===== config.mk =====
export PLATFORM = sky130hd
export DESIGN_NAME = cache_ctl_reg
export DESIGN_NICKNAME = d
export VERILOG_FILES = /design/src/rtl/ccr_pkg.sv /design/src/rtl/ccr_freeze.sv /design/src/rtl/ccr_flush.sv /design/src/rtl/cache_ctl_reg.sv
export SDC_FILE = /design/constraint.sdc
export NUM_CORES = 1
export LEC_CHECK = 0
export CORE_AREA = 3 3 56 58
export DETAILED_ROUTE_END_ITERATION = 16
export DIE_AREA = 0 0 59 61
export HOLD_SLACK_MARGIN = 0.08
export PLACE_DENSITY = 0.88
export SLEW_MARGIN = 15
export SYNTH_ARGS = -nofsm -noshare
export SYNTH_HDL_FRONTEND = slang
export SYNTH_SLANG_ARGS = --single-unit

===== constraint.sdc =====
create_clock -name clk -period 3.35 [get_ports clk]
set_clock_uncertainty 0.1 [all_clocks]
set_input_delay 0.5025 -clock clk [delete_from_list [all_inputs] [get_ports clk]]
set_output_delay 0.5025 -clock clk [all_outputs]
set_load 0.02 [all_outputs]

===== src/rtl/ccr_pkg.sv =====
package ccr_pkg;
  typedef enum logic [1:0] {
    CST_OFF    = 2'd0,
    CST_FROZEN = 2'd1,
    CST_ON     = 2'd3
  } cache_st_e;

  localparam int NCACHE    = 2;   // index 0 = instruction, 1 = data
  localparam int FZ_LSB    = 4;   // freeze enables at 4 (I), 5 (D)
  localparam int FLUSH_LSB = 21;  // flush commands at 21 (I), 22 (D)
  localparam int PEND_I    = 15;
  localparam int PEND_D    = 14;
  localparam int BURST_BIT = 16;
  localparam int SNOOP_BIT = 23;
endpackage


===== src/rtl/ccr_freeze.sv =====
module ccr_freeze
  import ccr_pkg::*;
(
  input  logic [1:0] st_in,
  input  logic       fz_en,
  input  logic       trig,
  output logic [1:0] st_out
);
  always_comb begin
    st_out = st_in;
    if (trig && fz_en && (st_in == CST_ON)) st_out = CST_FROZEN;
  end
endmodule


===== src/rtl/ccr_flush.sv =====
module ccr_flush (
  input  logic clk,
  input  logic rst,
  input  logic cmd,
  input  logic done,
  output logic req,
  output logic pend
);
  always_ff @(posedge clk) begin
    if (rst) begin
      req  <= 1'b0;
      pend <= 1'b0;
    end else begin
      req <= cmd;
      if (cmd)       pend <= 1'b1;
      else if (done) pend <= 1'b0;
    end
  end

  a_r7_pulse_one_cycle: assert property (@(posedge clk) disable iff (rst)
    req |=> !req || $past(cmd));
  a_r7_pend_with_req: assert property (@(posedge clk) disable iff (rst)
    req |-> pend);
  a_r8_done_clears: assert property (@(posedge clk) disable iff (rst)
    (done && !cmd) |=> !pend);
endmodule


===== src/rtl/cache_ctl_reg.sv =====
module cache_ctl_reg
  import ccr_pkg::*;
#(
  parameter int              TRAP_W   = 8,
  parameter int              GRP_LSB  = 4,
  parameter logic [TRAP_W-1:0] EXT_BASE = 8'h10
) (
  input  logic              clk,
  input  logic              rst,
  input  logic              wr_en,
  input  logic [31:0]       wr_data,
  output logic [31:0]       rd_data,
  input  logic              irq_ack,
  input  logic [TRAP_W-1:0] irq_trap,
  input  logic              iflush_done,
  input  logic              dflush_done,
  output logic              ic_enable,
  output logic              ic_frozen,
  output logic              dc_enable,
  output logic              dc_frozen,
  output logic              ic_flush_req,
  output logic              dc_flush_req,
  output logic              ic_burst,
  output logic              dc_snoop
);
  localparam int GRP_W = TRAP_W - GRP_LSB;

  logic [NCACHE-1:0][1:0] st_q, st_base, st_n;
  logic [NCACHE-1:0]      fz_q, fz_base, done_v, req_v, pend_v;
  logic                   burst_q, snoop_q, ack_ext;
  logic [NCACHE-1:0]      en_q, frz_q;

  assign ack_ext = irq_ack &&
                   (irq_trap[TRAP_W-1:GRP_LSB] == EXT_BASE[TRAP_W-1:GRP_LSB]);
  assign done_v  = {dflush_done, iflush_done};

  for (genvar c = 0; c < NCACHE; c++) begin : g_cache
    assign st_base[c] = wr_en ? wr_data[2*c +: 2]   : st_q[c];
    assign fz_base[c] = wr_en ? wr_data[FZ_LSB + c] : fz_q[c];

    ccr_freeze u_frz (
      .st_in  (st_base[c]),
      .fz_en  (fz_base[c]),
      .trig   (ack_ext),
      .st_out (st_n[c])
    );

    ccr_flush u_fl (
      .clk  (clk),
      .rst  (rst),
      .cmd  (wr_en && wr_data[FLUSH_LSB + c]),
      .done (done_v[c]),
      .req  (req_v[c]),
      .pend (pend_v[c])
    );
  end

  always_ff @(posedge clk) begin
    if (rst) begin
      st_q    <= '0;
      fz_q    <= '0;
      burst_q <= 1'b0;
      snoop_q <= 1'b0;
      en_q    <= '0;
      frz_q   <= '0;
    end else begin
      st_q <= st_n;
      fz_q <= fz_base;
      if (wr_en) begin
        burst_q <= wr_data[BURST_BIT];
        snoop_q <= wr_data[SNOOP_BIT];
      end
      for (int c = 0; c < NCACHE; c++) begin
        en_q[c]  <= (st_n[c] == CST_ON);
        frz_q[c] <= (st_n[c] == CST_FROZEN);
      end
    end
  end

  always_comb begin
    rd_data            = '0;
    rd_data[1:0]       = st_q[0];
    rd_data[3:2]       = st_q[1];
    rd_data[FZ_LSB]    = fz_q[0];
    rd_data[FZ_LSB+1]  = fz_q[1];
    rd_data[PEND_D]    = pend_v[1];
    rd_data[PEND_I]    = pend_v[0];
    rd_data[BURST_BIT] = burst_q;
    rd_data[SNOOP_BIT] = snoop_q;
  end

  assign ic_enable    = en_q[0];
  assign ic_frozen    = frz_q[0];
  assign dc_enable    = en_q[1];
  assign dc_frozen    = frz_q[1];
  assign ic_flush_req = req_v[0];
  assign dc_flush_req = req_v[1];
  assign ic_burst     = burst_q;
  assign dc_snoop     = snoop_q;

  a_r4_ifreeze: assert property (@(posedge clk) disable iff (rst)
    (ack_ext && !wr_en && fz_q[0] && st_q[0] == CST_ON) |=> st_q[0] == CST_FROZEN);
  a_r5_dstate_kept: assert property (@(posedge clk) disable iff (rst)
    (irq_ack && !wr_en && (st_q[1] != CST_ON || !fz_q[1])) |=> $stable(st_q[1]));
  a_r6_idle_stable: assert property (@(posedge clk) disable iff (rst)
    (!ack_ext && !wr_en) |=> $stable(st_q));
  a_r9_write_then_freeze: assert property (@(posedge clk) disable iff (rst)
    (wr_en && ack_ext && wr_data[FZ_LSB+1] && wr_data[3:2] == 2'b11)
      |=> st_q[1] == CST_FROZEN);
  a_r3_decode_excl: assert property (@(posedge clk) disable iff (rst)
    !(ic_enable && ic_frozen) && !(dc_enable && dc_frozen));
endmodule


==> impl_metrics.py, run 1 <==
metrics = {
    "status": {
        "status": "complete, no violations",
    },
    "timing": {
        "drv_slew": 0,
        "min_period_over_period_pct": 59.4,
        "fin_crit_ns": 1.99,
        "worst_slack_ns": 1.36,
        "relSlewSlack_pct": 58.9,
        "fin_setup_tns_ns": 0,
        "setup_viol": 0,
        "fmax_mhz": 503,
        "hold_ws_ns": 0.359,
        "rsz0062_at_grt": "false",
        "worst_pin_slew_ns": 0.615,
        "hold_violations": 0,
    },
    "place": {
        "dpl.hpwl_mm": 1.46,
        "pre_cts_ws_ns": 1.05,
        "gp_congestion": 0.710,
        "io_buffers": 37,
    },
    "clocking": {
        "clk_latency_ns": 0.28,
        "clockRootBuffer": "clkbuf_4",
        "cts_setup_buffers": 0,
        "cts_made_buffers": 3,
        "clockBufferDepth": 2,
        "htree_num_levels": 1,
        "cts_tree": "done",
        "hold_buffers": 0,
        "path_clk_slew_ns": 0.10,
        "cts_resized": 0,
        "clock_sinks": 16,
    },
    "power": {
        "internal-power_uw": 314,
        "leakage_nw": 0.474,
        "power_uw": 438,
        "peakVddDrop_uv": 181,
        "pwr-share-comb_pct": 24.3,
        "power.switching_uw": 124,
        "switching_share_pct": 28.3,
        "clockPowerShare_pct": 28.8,
        "p_per_area_nw_per_um2": 394,
        "p_seq_share_pct": 46.9,
    },
    "worst_setup_path": {
        "worstPathCellList": "clkdlybuf4s50_1, nand3_1, a211oi_4, o21a_1",
        "cp-start-kind": "input port",
        "cp-end-kind": "flip-flop",
        "worstPathArrival_ns": 2.12,
        "crit_family": "buffers and inverters",
        "critPathSlowestCell": "clkdlybuf4s50_1",
        "cp_num_buf_inv": 1,
        "cp_max_fo": 13,
        "required_ns": 3.48,
        "critical_path_class": "in -> reg",
        "max_stage_delay_ns": 0.86,
    },
    "route": {
        "dr_total_vias": 593,
        "vias_per_cell": 4.09,
        "ant_nets": 0,
        "first_iter_violations": 13,
        "route.detailed.drc": 0,
        "drtPass1Iterations": 4,
        "wirelength_mm": 1.79,
        "wire_per_inst_um": 12.3,
    },
    "die": {
        "num_rows": 19,
        "die_area_um2": 3600,
        "fp.dieH_um": 61,
        "coreArea_um2": 2710,
        "fp.dieW_um": 59,
        "floorplan.initialDensity_pct": 29.2,
        "io_pins": 86,
    },
    "yosys": {
        "synth-edff-count": 0,
        "yosys.cell_types.count": 18,
        "syn_area_um2": 792,
        "synthArstFlopShare_pct": 0,
        "yosysTopAreaCell": "dfxtp_1",
        "yosys_warnings": 0,
        "synth.area.top_cells": "dfxtp_1 40%, buf_4 25%, mux2i_1 10%",
        "ys_ff_latch": 16,
        "ys_seq_area_share_pct": 40.4,
        "postSynthCellCount": 80,
        "synthFlopType": "dfxtp_1",
        "synth_area_per_cell_um2": 9.90,
        "synth_top_area_share_pct": 40.4,
    },
    "final_layout": {
        "n_antenna_cell": 0,
        "fill_cells": 283,
        "syn_to_final_growth_pct": 40.4,
        "nNetsFinal": 161,
        "drive_gt1_share_pct": 6.14,
        "multi_input_area_um2": 343,
        "seq_area_um2": 320,
    },
    "flow_run": {
        "drv_cap": 0,
    },
    "global_route": {
        "grt_pass1_wl_mm": 2.72,
        "overflow": 0,
        "grt_usage_pct": 10.3,
        "grt_max_degree": 14,
        "antenna_found_initial": 0,
        "grt_pass1_vias": 543,
    },
    "min_path": {
        "min_path_type": "reg -> reg",
    },
}
-- area by class of cell --
type	instances	area share, %
Clock buffer	4	3.26
Inverter	1	0.337
Multi-Input combinational cell	56	30.8
Sequential cell	16	28.8
Tap cell	31	3.49
Timing Repair Buffer	37	33.3
-- cells in the mapped netlist (all sizes together), types with 2 or more instances --
| library cell | instances |
|---|---|
| buf | 28 |
| nor2 | 8 |
| dfxtp | 16 |
| o21a | 2 |
| nand3b | 2 |
| nor4 | 2 |
| nand3 | 2 |
| mux2i | 8 |
| and2 | 2 |
| a211oi | 2 |
| a21o | 2 |
| nor3 | 2 |
-- path summary, 6_finish.rpt --
kind | startpoint | endpoint | slack [ns] | cells after the start
worst min-delay path | g_cache[1].u_fl.pend | g_cache[1].u_fl.pend | 0.36 | 1
worst max register to register | rd_data[2] | frz_q[1] | 2.20 | 3
worst min register to register | g_cache[1].u_fl.pend | g_cache[1].u_fl.pend | 0.36 | 1
worst max-delay path | wr_en | frz_q[1] | 1.36 | 4
-- stage by stage --
stage / area, um^2 / std cells / utilization [%]
after global placement: 1080 / 141 / 39.7
after detailed placement: 1080 / 141 / 39.7
after CTS: 1110 / 145 / 41.0
after floorplan: 871 / 101 / -
after global routing: 1110 / 145 / 41.0
final: 1110 / 145 / 41.0
-- power groups by stage --
stage / sequential, mW / combinational [mW] / clock [mW]
floorplan: 0.220 / 0.0700 / 0
global placement: 0.209 / 0.106 / 0
detailed placement: 0.210 / 0.107 / 0
CTS: 0.206 / 0.107 / 0.133
global route: 0.207 / 0.114 / 0.145
finish: 0.206 / 0.107 / 0.126
-- placed cells by master, fill, tap and decap left out --
cell	count
clkdlybuf4s50_1	37
conb_1	22
dfxtp_1	16
nor2_1	8
mux2i_1	8
clkbuf_4	3
and2_1	2
a21o_1	2
nand3_1	2
nand3b_1	2
a211oi_4	2
nor4_1	2
o21a_1	2
nor3_1	2
nor2b_1	1
inv_1	1
or4b_4	1
clkbuf_8	1
-- flip-flops by register name, summed over array words and instances, names as in the netlist --
signal,cells
dc_snoop,1
en_q,2
frz_q,2
fz_q,2
g_cache.u_fl.pend,2
g_cache.u_fl.req,2
ic_burst,1
rd_data,4
-- metal layers --
| layer | up-vias | GRT usage (%) | wire length (um) |
|---|---|---|---|
| li1 | 286 | - | - |
| met1 | 267 | 12.0 | 652 |
| met2 | 36 | 18.3 | 921 |
| met3 | 4 | 2.77 | 190 |
| met4 | 0 | 3.88 | 21 |
| met5 | - | 0 | 0 |
-- logic make-up after synthesis --
| family | share of synthesized area [%] |
|---|---|
| buffers and inverters | 26.2 |
| AND/OR/NAND/NOR | 13.9 |
| flip-flops | 40.4 |
| multiplexers | 10.1 |
| AO/OA/AOI/OAI | 8.85 |
| other | 0.473 |
Power figures use the tool's default switching activity.
==> inputs of run 2 (changes only) <==
--- a/config.mk
+++ b/config.mk
@@ -5,11 +5,11 @@
 export SDC_FILE = /design/constraint.sdc
 export NUM_CORES = 1
 export LEC_CHECK = 0
-export CORE_AREA = 3 3 56 58
+export CORE_AREA = 3 3 61 63
 export DETAILED_ROUTE_END_ITERATION = 16
-export DIE_AREA = 0 0 59 61
+export DIE_AREA = 0 0 64 66
 export HOLD_SLACK_MARGIN = 0.08
-export PLACE_DENSITY = 0.88
+export PLACE_DENSITY = 0.79
 export SLEW_MARGIN = 15
 export SYNTH_ARGS = -nofsm -noshare
 export SYNTH_HDL_FRONTEND = slang
==> constraint.sdc (replaced) <==
create_clock -name clk -period 1.6 [get_ports clk]
set_clock_uncertainty 0.1 [all_clocks]
set_input_delay 0.24 -clock clk [delete_from_list [all_inputs] [get_ports clk]]
set_output_delay 0.24 -clock clk [all_outputs]
set_load 0.02 [all_outputs]
==> impl_metrics.py, run 2 (same netlist as run 1, synthesis figures left out) <==
metrics = {
    "clocking": {
        "path_clk_slew_ns": 0.09,
        "clockBufferDepth": 2,
        "cts_tree": "done",
        "clk_latency_ns": 0.28,
        "clock_sinks": 16,
        "htree_num_levels": 1,
        "cts_made_buffers": 3,
        "clockRootBuffer": "clkbuf_4",
        "cts_setup_buffers": 0,
    },
    "global_route": {
        "antenna_found_initial": 0,
        "grt_pass1_wl_mm": 2.56,
        "grt_pass1_vias": 584,
        "grt_usage_pct": 7.70,
        "overflow": 0,
        "grt_max_degree": 11,
    },
    "worst_setup_path": {
        "crit_family": "buffers and inverters",
        "max_stage_delay_ns": 0.60,
        "cp-start-kind": "flip-flop",
        "worstPathCellList": "clkdlybuf4s50_1",
        "required_ns": 1.26,
        "cp_max_fo": 1,
        "cp_num_buf_inv": 1,
        "worstPathArrival_ns": 1.20,
        "cp-end-kind": "primary output",
        "critical_path_class": "reg -> out",
        "critPathSlowestCell": "clkdlybuf4s50_1",
    },
    "final_layout": {
        "largest_reg_flops": 4,
        "final_cell_mix": "24 x clkdlybuf4s50_1, 22 x conb_1, 16 x dfxtp_1",
        "nNetsFinal": 168,
        "syn_to_final_growth_pct": 49.8,
        "drive_gt1_share_pct": 11.6,
        "n_antenna_cell": 0,
        "final_common_cell": "clkdlybuf4s50_1",
        "final_area_um2": 1190,
    },
    "power": {
        "power_uw": 918,
        "peakVddDrop_uv": 572,
        "p_per_area_nw_per_um2": 774,
        "leakage_nw": 0.617,
    },
    "timing": {
        "setup_viol": 0,
        "rsz0062_at_grt": "false",
        "fin_crit_ns": 1.54,
        "min_period_over_period_pct": 96.2,
        "drv_slew": 0,
        "fmax_mhz": 649,
        "worst_slack_ns": 0.0600,
        "hold_violations": 0,
        "fin_setup_tns_ns": 0,
    },
    "route": {
        "route.detailed.drc": 0,
        "wirelength_mm": 1.63,
        "ant_nets": 0,
        "dr_total_vias": 603,
        "first_iter_violations": 2,
        "vias_per_cell": 3.61,
        "wire_per_inst_um": 9.75,
        "drtPass1Iterations": 2,
    },
    "die": {
        "num_rows": 21,
        "io_pins": 86,
        "floorplan.initialDensity_pct": 24.1,
        "coreArea_um2": 3280,
        "fp.dieW_um": 64,
        "die_area_um2": 4220,
        "fp.dieH_um": 66,
    },
    "place": {
        "dpl.hpwl_mm": 1.40,
        "io_buffers": 37,
        "placed_cell_area_um2": 1150,
        "gp_congestion": 0.640,
        "pre_cts_ws_ns": -0.161,
    },
    "status": {
        "status": "complete, no violations",
    },
    "flow_run": {
        "drv_cap": 0,
    },
    "min_path": {
        "min_path_type": "reg -> reg",
    },
}
## run 2: changes by cell type in the layout (fill, tap and decap cells not counted), sizes merged
cell	delta
dlygate4sd2	+8
buf	+7
dlymetal6s2s	+5
clkdlybuf4s50	-13
## run 2: timing repair
action | CTS | global route
hold buffers | 0 | 0
setup endpoints to repair | 8 | 5
gates cloned | 0 | 0
resized for setup | 8 | 5
## run 2: worst paths after layout
kind,from,endpoint,slack (ns),depth (start not counted)
max reg2reg,rd_data[2],frz_q[1],0.50,3
min,g_cache[0].u_fl.pend,g_cache[0].u_fl.pend,0.35,1
min reg2reg,g_cache[0].u_fl.pend,g_cache[0].u_fl.pend,0.35,1
max,frz_q[1],dc_frozen,0.06,1
## run 2: report_power, final
group | internal [mW] | switching [mW] | total (mW)
combinational | 0.101 | 0.124 | 0.226
clock | 0.138 | 0.124 | 0.263
sequential | 0.419 | 0.0103 | 0.430
## run 2: area by class of cell
class	instances	area [um^2]
clock buffer	4	36.3
fill	346	2100
inverter	1	3.75
multi-input combinational	56	343
sequential	16	320
tap	46	57.6
timing repair buffer	44	425
## run 2: layer usage
layer	GRT usage, %	up-vias	routed length (um)
met2	13.9	40	770
met1	7.79	262	634
met3	4.08	2	215
met4	1.62	0	9
li1	-	299	-
met5	0	-	0
## run 2: stage by stage
step                      hold slack [ns]  std cells  util [%]
after detailed placement            0.339        163      34.9
final                               0.352        167      36.1
after global placement              0.332        163      34.9
after global routing                0.371        167      36.1
after CTS                           0.362        167      35.7
after floorplan                     0.224        101         -
==> inputs of run 3 (changes only) <==
--- a/config.mk
+++ b/config.mk
@@ -8,6 +8,7 @@
 export CORE_AREA = 3 3 61 63
 export DETAILED_ROUTE_END_ITERATION = 16
 export DIE_AREA = 0 0 64 66
+export GPL_ROUTABILITY_DRIVEN = 0
 export HOLD_SLACK_MARGIN = 0.08
 export PLACE_DENSITY = 0.79
 export SLEW_MARGIN = 15
==> results of run 3 <==
Same layout as run 2: the final DEF is identical, and so are final timing and power.
